**src/rtl/sbx_pkg.sv**
```systemverilog
`timescale 1ns/1ps
// sbx_pkg: shared types, mailbox register map and opcode classes.
// Assumes a byte-addressed configuration space of 256 bytes.
package sbx_pkg;

    localparam int PID_W = 8;
    localparam int OFS_W = 32;
    localparam int DAT_W = 32;
    localparam int OP_W  = 8;
    localparam int CAD_W = 8;
    localparam int STS_W = 16;

    // Register byte addresses decoded by the mailbox itself.
    localparam logic [CAD_W-1:0] RA_IDENT = 8'h00;
    localparam logic [CAD_W-1:0] RA_ADDR  = 8'hD0;
    localparam logic [CAD_W-1:0] RA_DATA  = 8'hD4;
    localparam logic [CAD_W-1:0] RA_STAT  = 8'hD8;
    localparam logic [CAD_W-1:0] RA_ROUTE = 8'hDA;
    localparam logic [CAD_W-1:0] RA_EXTA  = 8'hDC;

    localparam logic [STS_W-1:0] STS_KEEP = 16'h007F;
    localparam logic [15:0]      ID_ABSENT = 16'hFFFF;

    typedef enum logic [2:0] {
        SBX_OK      = 3'd0,
        SBX_BAD_OP  = 3'd1,
        SBX_HIDDEN  = 3'd2,
        SBX_TIMEOUT = 3'd3,
        SBX_NACK    = 3'd4
    } sbx_err_e;

    typedef enum logic [3:0] {
        S_IDLE, S_IDENT, S_POLA, S_WADR, S_WEXT, S_RST, S_WST,
        S_WRTE, S_WDAT, S_RST2, S_WGO, S_POLB, S_RDAT
    } sbx_state_e;

    function automatic logic sbx_op_legal(input logic [OP_W-1:0] op);
        return (op == 8'd0) || (op == 8'd1) || (op == 8'd4) || (op == 8'd5) ||
               (op == 8'd6) || (op == 8'd7) || (op == 8'd13);
    endfunction

    function automatic logic sbx_op_writes(input logic [OP_W-1:0] op);
        return (op == 8'd1) || (op == 8'd5) || (op == 8'd7);
    endfunction

    function automatic logic sbx_op_reads(input logic [OP_W-1:0] op);
        return (op == 8'd0) || (op == 8'd4) || (op == 8'd6);
    endfunction

endpackage

```
**src/rtl/sbx_field_pack.sv**
```systemverilog
`timescale 1ns/1ps
// sbx_field_pack: builds every word the sequencer writes into the mailbox
// from the latched command and the last status value read.
// Purely combinational; assumes inputs are stable while an access is open.
module sbx_field_pack
    import sbx_pkg::*;
(
    input  logic [PID_W-1:0] pid,
    input  logic [OFS_W-1:0] ofs,
    input  logic [OP_W-1:0]  op,
    input  logic             posted,
    input  logic [3:0]       fbe,
    input  logic [2:0]       bar,
    input  logic [7:0]       fid,
    input  logic [DAT_W-1:0] wdata,
    input  logic [STS_W-1:0] sts_seen,
    output logic [DAT_W-1:0] adr_word,
    output logic [DAT_W-1:0] ext_word,
    output logic [STS_W-1:0] sts_cfg,
    output logic [STS_W-1:0] rte_word,
    output logic [DAT_W-1:0] dat_word,
    output logic [STS_W-1:0] sts_go
);
    localparam int HI_W = OFS_W - 16;

    // Pack address, extended address, status, routing and data words.
    always_comb begin
        adr_word = {pid, 8'h00, ofs[15:0]};
        ext_word = {{(DAT_W-HI_W){1'b0}}, ofs[OFS_W-1:16]};
        sts_cfg  = (sts_seen & STS_KEEP) | {op, 8'h00} | {8'h00, posted, 7'h00};
        rte_word = {fbe, 1'b0, bar, fid};
        dat_word = sbx_op_writes(op) ? wdata : '0;
        sts_go   = sts_seen | 16'h0001;
    end

endmodule

```
**src/rtl/sbx_poll_timer.sv**
```systemverilog
`timescale 1ns/1ps
// sbx_poll_timer: counts the status reads left in one polling phase.
// Reloaded at the start of each phase; 'last' flags the final allowed read.
// Assumes the caller never decrements while 'last' is high.
module sbx_poll_timer #(
    parameter int LIMIT = 16,
    localparam int CNT_W = $clog2(LIMIT + 1)
) (
    input  logic clk,
    input  logic rst_n,
    input  logic load,
    input  logic dec,
    output logic last
);
    logic [CNT_W-1:0] cnt_q;

    // Reload on a new phase, count down on each busy read.
    always_ff @(posedge clk) begin
        if (!rst_n)      cnt_q <= CNT_W'(LIMIT);
        else if (load)   cnt_q <= CNT_W'(LIMIT);
        else if (dec)    cnt_q <= cnt_q - 1'b1;
    end

    assign last = (cnt_q == CNT_W'(1));

    a_r4_cnt_range: assert property (@(posedge clk) disable iff (!rst_n)
        (cnt_q != '0) && (cnt_q <= CNT_W'(LIMIT)));
    a_r4_no_underflow: assert property (@(posedge clk) disable iff (!rst_n)
        dec |-> !last);

endmodule

```
**src/rtl/sbx_cfg_port.sv**
```systemverilog
`timescale 1ns/1ps
// sbx_cfg_port: single-outstanding configuration master.
// A 'go' pulse opens an access that is held until cfg_ack; 'fin' marks the
// ack cycle and 'fin_data' carries the read data in that cycle.
module sbx_cfg_port
    import sbx_pkg::*;
(
    input  logic             clk,
    input  logic             rst_n,
    input  logic             go,
    input  logic [CAD_W-1:0] go_addr,
    input  logic             go_we,
    input  logic             go_wide,
    input  logic [DAT_W-1:0] go_wdata,
    output logic             fin,
    output logic [DAT_W-1:0] fin_data,
    output logic             cfg_req,
    output logic             cfg_we,
    output logic             cfg_wide,
    output logic [CAD_W-1:0] cfg_addr,
    output logic [DAT_W-1:0] cfg_wdata,
    input  logic             cfg_ack,
    input  logic [DAT_W-1:0] cfg_rdata
);
    // Open an access on go, close it on ack.
    always_ff @(posedge clk) begin
        if (!rst_n) begin
            cfg_req   <= 1'b0;
            cfg_we    <= 1'b0;
            cfg_wide  <= 1'b0;
            cfg_addr  <= '0;
            cfg_wdata <= '0;
        end else if (go) begin
            cfg_req   <= 1'b1;
            cfg_we    <= go_we;
            cfg_wide  <= go_wide;
            cfg_addr  <= go_addr;
            cfg_wdata <= go_wdata;
        end else if (cfg_ack) begin
            cfg_req   <= 1'b0;
        end
    end

    assign fin      = cfg_req & cfg_ack;
    assign fin_data = cfg_rdata;

    a_r12_hold: assert property (@(posedge clk) disable iff (!rst_n)
        (cfg_req && !cfg_ack) |=> (cfg_req && $stable(cfg_addr) && $stable(cfg_we)
                                   && $stable(cfg_wide) && $stable(cfg_wdata)));
    a_r12_one_open: assert property (@(posedge clk) disable iff (!rst_n)
        go |-> !cfg_req);

endmodule

```
**src/rtl/sbx_seq.sv**
```systemverilog
`timescale 1ns/1ps
// sbx_seq: runs one sideband message through the mailbox registers:
// opcode check, identity check, idle poll, fixed-order programming,
// trigger, completion poll, response check and optional data read-back.
// Assumes one mailbox behind the configuration port and one command at a time.
module sbx_seq
    import sbx_pkg::*;
#(
    parameter int POLL_LIMIT = 16
) (
    input  logic             clk,
    input  logic             rst_n,
    input  logic             cmd_valid,
    output logic             cmd_ready,
    input  logic [PID_W-1:0] cmd_pid,
    input  logic [OFS_W-1:0] cmd_ofs,
    input  logic [OP_W-1:0]  cmd_op,
    input  logic             cmd_posted,
    input  logic [3:0]       cmd_fbe,
    input  logic [2:0]       cmd_bar,
    input  logic [7:0]       cmd_fid,
    input  logic [DAT_W-1:0] cmd_wdata,
    output logic             res_done,
    output logic             res_ok,
    output logic [2:0]       res_err,
    output logic [7:0]       res_rsp,
    output logic [DAT_W-1:0] res_rdata,
    output logic             cfg_req,
    output logic             cfg_we,
    output logic             cfg_wide,
    output logic [CAD_W-1:0] cfg_addr,
    output logic [DAT_W-1:0] cfg_wdata,
    input  logic             cfg_ack,
    input  logic [DAT_W-1:0] cfg_rdata
);
    sbx_state_e       state, st_n;
    sbx_err_e         err_n, err_q;
    logic             end_n, accept, t_load, t_dec, t_last;
    logic             cap_sts, cap_rsp, cap_dat, issued_q;
    logic             go, fin;
    logic [DAT_W-1:0] fin_data;
    logic [CAD_W-1:0] a_addr;
    logic             a_we, a_wide;
    logic [DAT_W-1:0] a_wdata;

    logic [PID_W-1:0] pid_q;
    logic [OFS_W-1:0] ofs_q;
    logic [OP_W-1:0]  op_q;
    logic             posted_q;
    logic [3:0]       fbe_q;
    logic [2:0]       bar_q;
    logic [7:0]       fid_q;
    logic [DAT_W-1:0] wdata_q;
    logic [STS_W-1:0] sts_q;
    logic             done_q, ok_q;
    logic [7:0]       rsp_q;
    logic [DAT_W-1:0] rdata_q;

    logic [DAT_W-1:0] w_adr, w_ext, w_dat;
    logic [STS_W-1:0] w_sts, w_rte, w_go;

    sbx_field_pack u_pack (
        .pid(pid_q), .ofs(ofs_q), .op(op_q), .posted(posted_q), .fbe(fbe_q),
        .bar(bar_q), .fid(fid_q), .wdata(wdata_q), .sts_seen(sts_q),
        .adr_word(w_adr), .ext_word(w_ext), .sts_cfg(w_sts),
        .rte_word(w_rte), .dat_word(w_dat), .sts_go(w_go)
    );

    sbx_poll_timer #(.LIMIT(POLL_LIMIT)) u_timer (
        .clk(clk), .rst_n(rst_n), .load(t_load), .dec(t_dec), .last(t_last)
    );

    sbx_cfg_port u_port (
        .clk(clk), .rst_n(rst_n), .go(go), .go_addr(a_addr), .go_we(a_we),
        .go_wide(a_wide), .go_wdata(a_wdata), .fin(fin), .fin_data(fin_data),
        .cfg_req(cfg_req), .cfg_we(cfg_we), .cfg_wide(cfg_wide),
        .cfg_addr(cfg_addr), .cfg_wdata(cfg_wdata), .cfg_ack(cfg_ack),
        .cfg_rdata(cfg_rdata)
    );

    // Select the register access that belongs to the current step.
    always_comb begin
        a_addr  = RA_STAT;
        a_we    = 1'b0;
        a_wide  = 1'b0;
        a_wdata = '0;
        unique case (state)
            S_IDENT: a_addr = RA_IDENT;
            S_WADR:  begin a_addr = RA_ADDR;  a_we = 1'b1; a_wide = 1'b1; a_wdata = w_adr; end
            S_WEXT:  begin a_addr = RA_EXTA;  a_we = 1'b1; a_wide = 1'b1; a_wdata = w_ext; end
            S_WST:   begin a_we = 1'b1; a_wdata = {16'h0000, w_sts}; end
            S_WRTE:  begin a_addr = RA_ROUTE; a_we = 1'b1; a_wdata = {16'h0000, w_rte}; end
            S_WDAT:  begin a_addr = RA_DATA;  a_we = 1'b1; a_wide = 1'b1; a_wdata = w_dat; end
            S_WGO:   begin a_we = 1'b1; a_wdata = {16'h0000, w_go}; end
            S_RDAT:  begin a_addr = RA_DATA;  a_wide = 1'b1; end
            default: ;
        endcase
    end

    assign go        = (state != S_IDLE) && !issued_q;
    assign cmd_ready = (state == S_IDLE);

    // Next step, completion and capture decisions.
    always_comb begin
        st_n    = state;
        end_n   = 1'b0;
        err_n   = SBX_OK;
        accept  = 1'b0;
        t_load  = 1'b0;
        t_dec   = 1'b0;
        cap_sts = 1'b0;
        cap_rsp = 1'b0;
        cap_dat = 1'b0;
        unique case (state)
            S_IDLE: if (cmd_valid) begin
                accept = 1'b1;
                if (!sbx_op_legal(cmd_op)) begin end_n = 1'b1; err_n = SBX_BAD_OP; end
                else st_n = S_IDENT;
            end
            S_IDENT: if (fin) begin
                if (fin_data[15:0] == ID_ABSENT) begin end_n = 1'b1; err_n = SBX_HIDDEN; end
                else begin st_n = S_POLA; t_load = 1'b1; end
            end
            S_POLA: if (fin) begin
                if (!fin_data[0])  st_n = S_WADR;
                else if (t_last) begin end_n = 1'b1; err_n = SBX_TIMEOUT; end
                else               t_dec = 1'b1;
            end
            S_WADR: if (fin) st_n = S_WEXT;
            S_WEXT: if (fin) st_n = S_RST;
            S_RST:  if (fin) begin cap_sts = 1'b1; st_n = S_WST; end
            S_WST:  if (fin) st_n = S_WRTE;
            S_WRTE: if (fin) st_n = S_WDAT;
            S_WDAT: if (fin) st_n = S_RST2;
            S_RST2: if (fin) begin cap_sts = 1'b1; st_n = S_WGO; end
            S_WGO:  if (fin) begin st_n = S_POLB; t_load = 1'b1; end
            S_POLB: if (fin) begin
                if (!fin_data[0]) begin
                    cap_rsp = 1'b1;
                    if (fin_data[2:1] != 2'b00)  begin end_n = 1'b1; err_n = SBX_NACK; end
                    else if (sbx_op_reads(op_q)) st_n = S_RDAT;
                    else                         end_n = 1'b1;
                end else if (t_last) begin end_n = 1'b1; err_n = SBX_TIMEOUT; end
                else t_dec = 1'b1;
            end
            S_RDAT: if (fin) begin cap_dat = 1'b1; end_n = 1'b1; end
            default: st_n = S_IDLE;
        endcase
        if (end_n) st_n = S_IDLE;
    end

    // State, access bookkeeping and result registers.
    always_ff @(posedge clk) begin
        if (!rst_n) begin
            state    <= S_IDLE;
            issued_q <= 1'b0;
            done_q   <= 1'b0;
            ok_q     <= 1'b0;
            err_q    <= SBX_OK;
            rsp_q    <= 8'hFF;
            rdata_q  <= '0;
            sts_q    <= '0;
            pid_q    <= '0;
            ofs_q    <= '0;
            op_q     <= '0;
            posted_q <= 1'b0;
            fbe_q    <= '0;
            bar_q    <= '0;
            fid_q    <= '0;
            wdata_q  <= '0;
        end else begin
            state  <= st_n;
            done_q <= end_n;
            if (fin)     issued_q <= 1'b0;
            else if (go) issued_q <= 1'b1;
            if (end_n) begin
                ok_q  <= (err_n == SBX_OK);
                err_q <= err_n;
            end
            if (accept) begin
                pid_q    <= cmd_pid;
                ofs_q    <= cmd_ofs;
                op_q     <= cmd_op;
                posted_q <= cmd_posted;
                fbe_q    <= cmd_fbe;
                bar_q    <= cmd_bar;
                fid_q    <= cmd_fid;
                wdata_q  <= cmd_wdata;
                rsp_q    <= 8'hFF;
                rdata_q  <= '0;
            end
            if (cap_sts) sts_q   <= fin_data[STS_W-1:0];
            if (cap_rsp) rsp_q   <= {6'b0, fin_data[2:1]};
            if (cap_dat) rdata_q <= fin_data;
        end
    end

    assign res_done  = done_q;
    assign res_ok    = ok_q;
    assign res_err   = err_q;
    assign res_rsp   = rsp_q;
    assign res_rdata = rdata_q;

    a_r1_busy_not_ready: assert property (@(posedge clk) disable iff (!rst_n)
        cfg_req |-> !cmd_ready);
    a_r1_ok_matches_err: assert property (@(posedge clk) disable iff (!rst_n)
        res_done |-> (res_ok == (res_err == SBX_OK)));
    a_r2_bad_op_fast: assert property (@(posedge clk) disable iff (!rst_n)
        (cmd_valid && cmd_ready && !sbx_op_legal(cmd_op))
            |=> (res_done && res_err == SBX_BAD_OP && !cfg_req));
    a_r10_preset_kept: assert property (@(posedge clk) disable iff (!rst_n)
        (res_done && !res_ok && res_err != SBX_NACK) |-> (res_rsp == 8'hFF));
    a_r10_nack_code: assert property (@(posedge clk) disable iff (!rst_n)
        (res_done && res_err == SBX_NACK) |-> (res_rsp inside {8'd1, 8'd2, 8'd3}));
    a_r11_rdata_only_reads: assert property (@(posedge clk) disable iff (!rst_n)
        (res_done && !(res_ok && sbx_op_reads(op_q))) |-> (res_rdata == '0));

endmodule

```
**config.mk**
```make
export PLATFORM = sky130hd
export DESIGN_NAME = sbx_seq
export DESIGN_NICKNAME = d
export VERILOG_FILES = /design/src/rtl/sbx_pkg.sv /design/src/rtl/sbx_field_pack.sv /design/src/rtl/sbx_poll_timer.sv /design/src/rtl/sbx_cfg_port.sv /design/src/rtl/sbx_seq.sv
export SDC_FILE = /design/constraint.sdc
export NUM_CORES = 1
export LEC_CHECK = 0
export BUFFER_PORTS_ARGS = -buffer_cell sky130_fd_sc_hd__buf_2
export CORE_ASPECT_RATIO = 1.5
export CORE_MARGIN = 2
export CORE_UTILIZATION = 35
export CTS_CLUSTER_SIZE = 20
export DETAILED_ROUTE_END_ITERATION = 10
export PLACE_DENSITY = 0.63
export SLEW_MARGIN = 20
export SYNTH_ARGS = -nofsm -noshare
export SYNTH_HDL_FRONTEND = slang
export SYNTH_HIERARCHICAL = 1
export SYNTH_SLANG_ARGS = --single-unit
```
**constraint.sdc**
```tcl
create_clock -name clk -period 2.6 [get_ports clk]
set_clock_uncertainty 0.2 [all_clocks]
set_input_delay 0.52 -clock clk [delete_from_list [all_inputs] [get_ports clk]]
set_output_delay 0.52 -clock clk [all_outputs]
set_load 0.005 [all_outputs]
```
==> results.json <==
{
  "synth_commonest_cells": "dfxtp_1 (205), nand2_1 (201), buf_4 (149), a21oi_1 (103), a22oi_1 (80)",
  "hold_path_end": "ofs_q[22]",
  "worst_ep_arrival_time_ps": 2620,
  "cts_tree": "done",
  "clk_pin_slew_worst_paths_ps": 60,
  "syn_area_per_cell_sq_um": 8.47,
  "core_sq_mm": 0.0293,
  "area_delta_synth_final_pct": 13.9,
  "r2r_end": "res_err[2]",
  "clock-sinks": 205,
  "place_congestion": 0.952,
  "power_leakage_nw": 4.75,
  "synth.most_common_cell": "dfxtp_1",
  "clock_latency_ps": 520,
  "crit_fanout": 6,
  "synth_area_sq_mm": 0.0103,
  "yosysWarnings": 6,
  "num_vias": 8310,
  "post_cts_buffers": 0,
  "io_pins": 221,
  "setup_ws_ps": 218,
  "htreeDepth": 1,
  "cts_hold_buffers": 0,
  "die_w_um": 144,
  "max_cap_violations": 0,
  "synth_top_area_share": 0.398,
  "crit_required_ps": 2840,
  "r2r-start": "op_q[0]",
  "synth.ff_latch_count": 205,
  "dp.cells": 1676,
  "synth_ff_type": "dfxtp_1",
  "start_util": 0.352,
  "hold_viol": 0,
  "grt_pass1_vias": 8184,
  "min-delay-start": "cmd_ofs[22]",
  "finalSetupViolations": 0,
  "synthCells": 1218,
  "reg2reg_depth": 7,
  "cts-root-buf": "clkbuf_16",
  "viasPerCell": 4.84,
  "routed_wl_mm": 29.3,
  "holdCritPathClass": "input port to flop",
  "vdd.ir_drop.worst_uv": 372,
  "final_cell_area_sq_mm": 0.0118,
  "worst_slew_pin_slew_ps": 843,
  "post_dp_cell_area_sq_mm": 0.0110,
  "hold_path_depth": 3,
  "rsz0062_at_grt": "no",
  "r2r_setup_slack_ps": 220,
  "hpwl_mm": 21.0,
  "rows": 77,
  "start_kind": "flop",
  "timing.final.crit_share": 0.916,
  "yosys.cell_types.count": 61,
  "grt_max_degree": 97,
  "fin_hold_ws_ps": 37.5,
  "yosys.area.top_type": "dfxtp_1",
  "grt_overflow": 0,
  "port_buffers": 220,
  "fin_crit_ps": 2380,
  "drc": 0,
  "synthArstFlopShare": 0,
  "grtUsageTotal": 0.186,
  "final_max_slew_viol_count": 0,
  "antenna_found_initial": 3,
  "fin_nets": 1439,
  "relSlewSlack": 0.435,
  "cts_made_buffers": 22,
  "clock_path_buffers": 3,
  "grt_pass1_wl_mm": 45.1,
  "fin_cells": 1718,
  "wl_per_cell_um": 17.1,
  "die_y_um": 214,
  "path_class": "flop to flop",
  "synth_seq_area_share": 0.398,
  "synth_edf_count": 0,
  "dr.pass1.iters": 7,
  "dp_slack_ps": -404,
  "drt_iter0_markers": 504,
  "status": "finished clean",
  "drive_above_1_share": 0.280,
  "die_area_sq_mm": 0.0309,
  "antenna_left": 0,
  "post-route-util": 0.401,
  "end_kind": "flop",
  "netlist_top_cells_area": "dfxtp_1 (40%), buf_4 (11%), nand2_1 (7.3%)",
  "fmax_mhz": 420,
  "fill_cells": 3012,
  "powerDensity_mw_per_mm2": 607
}
==> stage by stage <==
step                total power, mW  TNS [ps]
floorplan                      3.81         0
global placement               3.89     -3270
detailed placement             3.90     -3100
CTS                            7.23         0
global route                   7.41         0
finish                         7.14         0
==> per-layer routing <==
layer / share of wire / global-route usage / up-vias / wire length (um)
met4: 0.038 / 0.0770 / 2 / 1110
met5: 0.00044 / 0 / - / 13
li1: - / - / 4116 / -
met3: 0.052 / 0.0281 / 59 / 1520
met2: 0.51 / 0.332 / 246 / 14900
met1: 0.40 / 0.219 / 3887 / 11800
==> how the worst max path moves through the flow <==
stage,startpoint,endpoint,slack (ps)
3_3_place_gp,cfg_rdata[1],state[1],-370
3_5_place_dp,cfg_rdata[1],res_err[2],-400
6_report,op_q[0],res_err[2],220
5_1_grt,op_q[0],state[2],80
4_1_cts,state[3],res_err[2],70
2_1_floorplan,state[2],u_timer/cnt_q[3],300
==> final cells by class <==
class | instances | area [sq um] | area share
clock buffer | 31 | 626 | 0.0532
timing repair buffer | 273 | 1590 | 0.135
antenna | 2 | 5.00 | 0.000426
inverter | 61 | 231 | 0.0197
sequential | 205 | 4110 | 0.349
clock inverter | 9 | 133 | 0.0113
multi-input combinational | 742 | 4580 | 0.389
tap | 395 | 494 | 0.0420
==> flip-flops by register name, indices dropped and copies added, names as in the netlist, 3 cells and up <==
name,count
bar_q,3
fbe_q,4
fid_q,8
ofs_q,32
op_q,8
pid_q,8
res_err,3
res_rdata,32
res_rsp,3
state,4
sts_q,16
u_port/cfg_addr,8
u_port/cfg_wdata,32
u_timer/cnt_q,5
wdata_q,32
==> cells in the final DEF (no fill, tap or decap), types with 4 or more instances in the layout <==
cell	count
clkbuf_1	6
dfxtp_1	204
nor4_2	29
nand2b_1	6
o21ai_0	5
a222oi_1	16
nor4_1	5
nor2_1	66
nor4_4	4
nor2b_1	45
mux2i_1	65
inv_1	60
nand3_1	18
conb_1	28
nand4_1	5
nor3_1	5
buf_2	220
buf_4	46
buf_12	7
clkbuf_16	23
nor3b_1	4
a21oi_2	4
nand2_1	200
nand3b_1	4
a21oi_1	103
a22oi_1	80
==> power breakdown <==
part           internal, mW  switching (mW)
Combinational         0.201           0.341
Sequential             3.23          0.0550
Clock                  1.99            1.32
Total                  5.42            1.72
==> repair_timing <==
| action | CTS | global route |
|---|---|---|
| gates resized for setup | 2 | 4 |
| pin swaps | 0 | 0 |
| endpoints found under the setup margin | 10 | 10 |
==> critical path, cell delays in order, from the launching register on <==
cell       delay [ps]
dfxtp_1           360
nor4_2            270
buf_4             150
o2111ai_2         210
a221o_1           410
a211o_1           290
or2_4             290
o21ai_2           120
==> logic make-up after synthesis <==
group           synth area share
buf+inv                    0.177
xor+xnor                 0.00255
flops                      0.398
simple gates               0.212
compound gates             0.144
other cells              0.00109
fa+ha+maj                0.00242
mux                       0.0630
No activity file was read; power rests on OpenSTA's default activity.
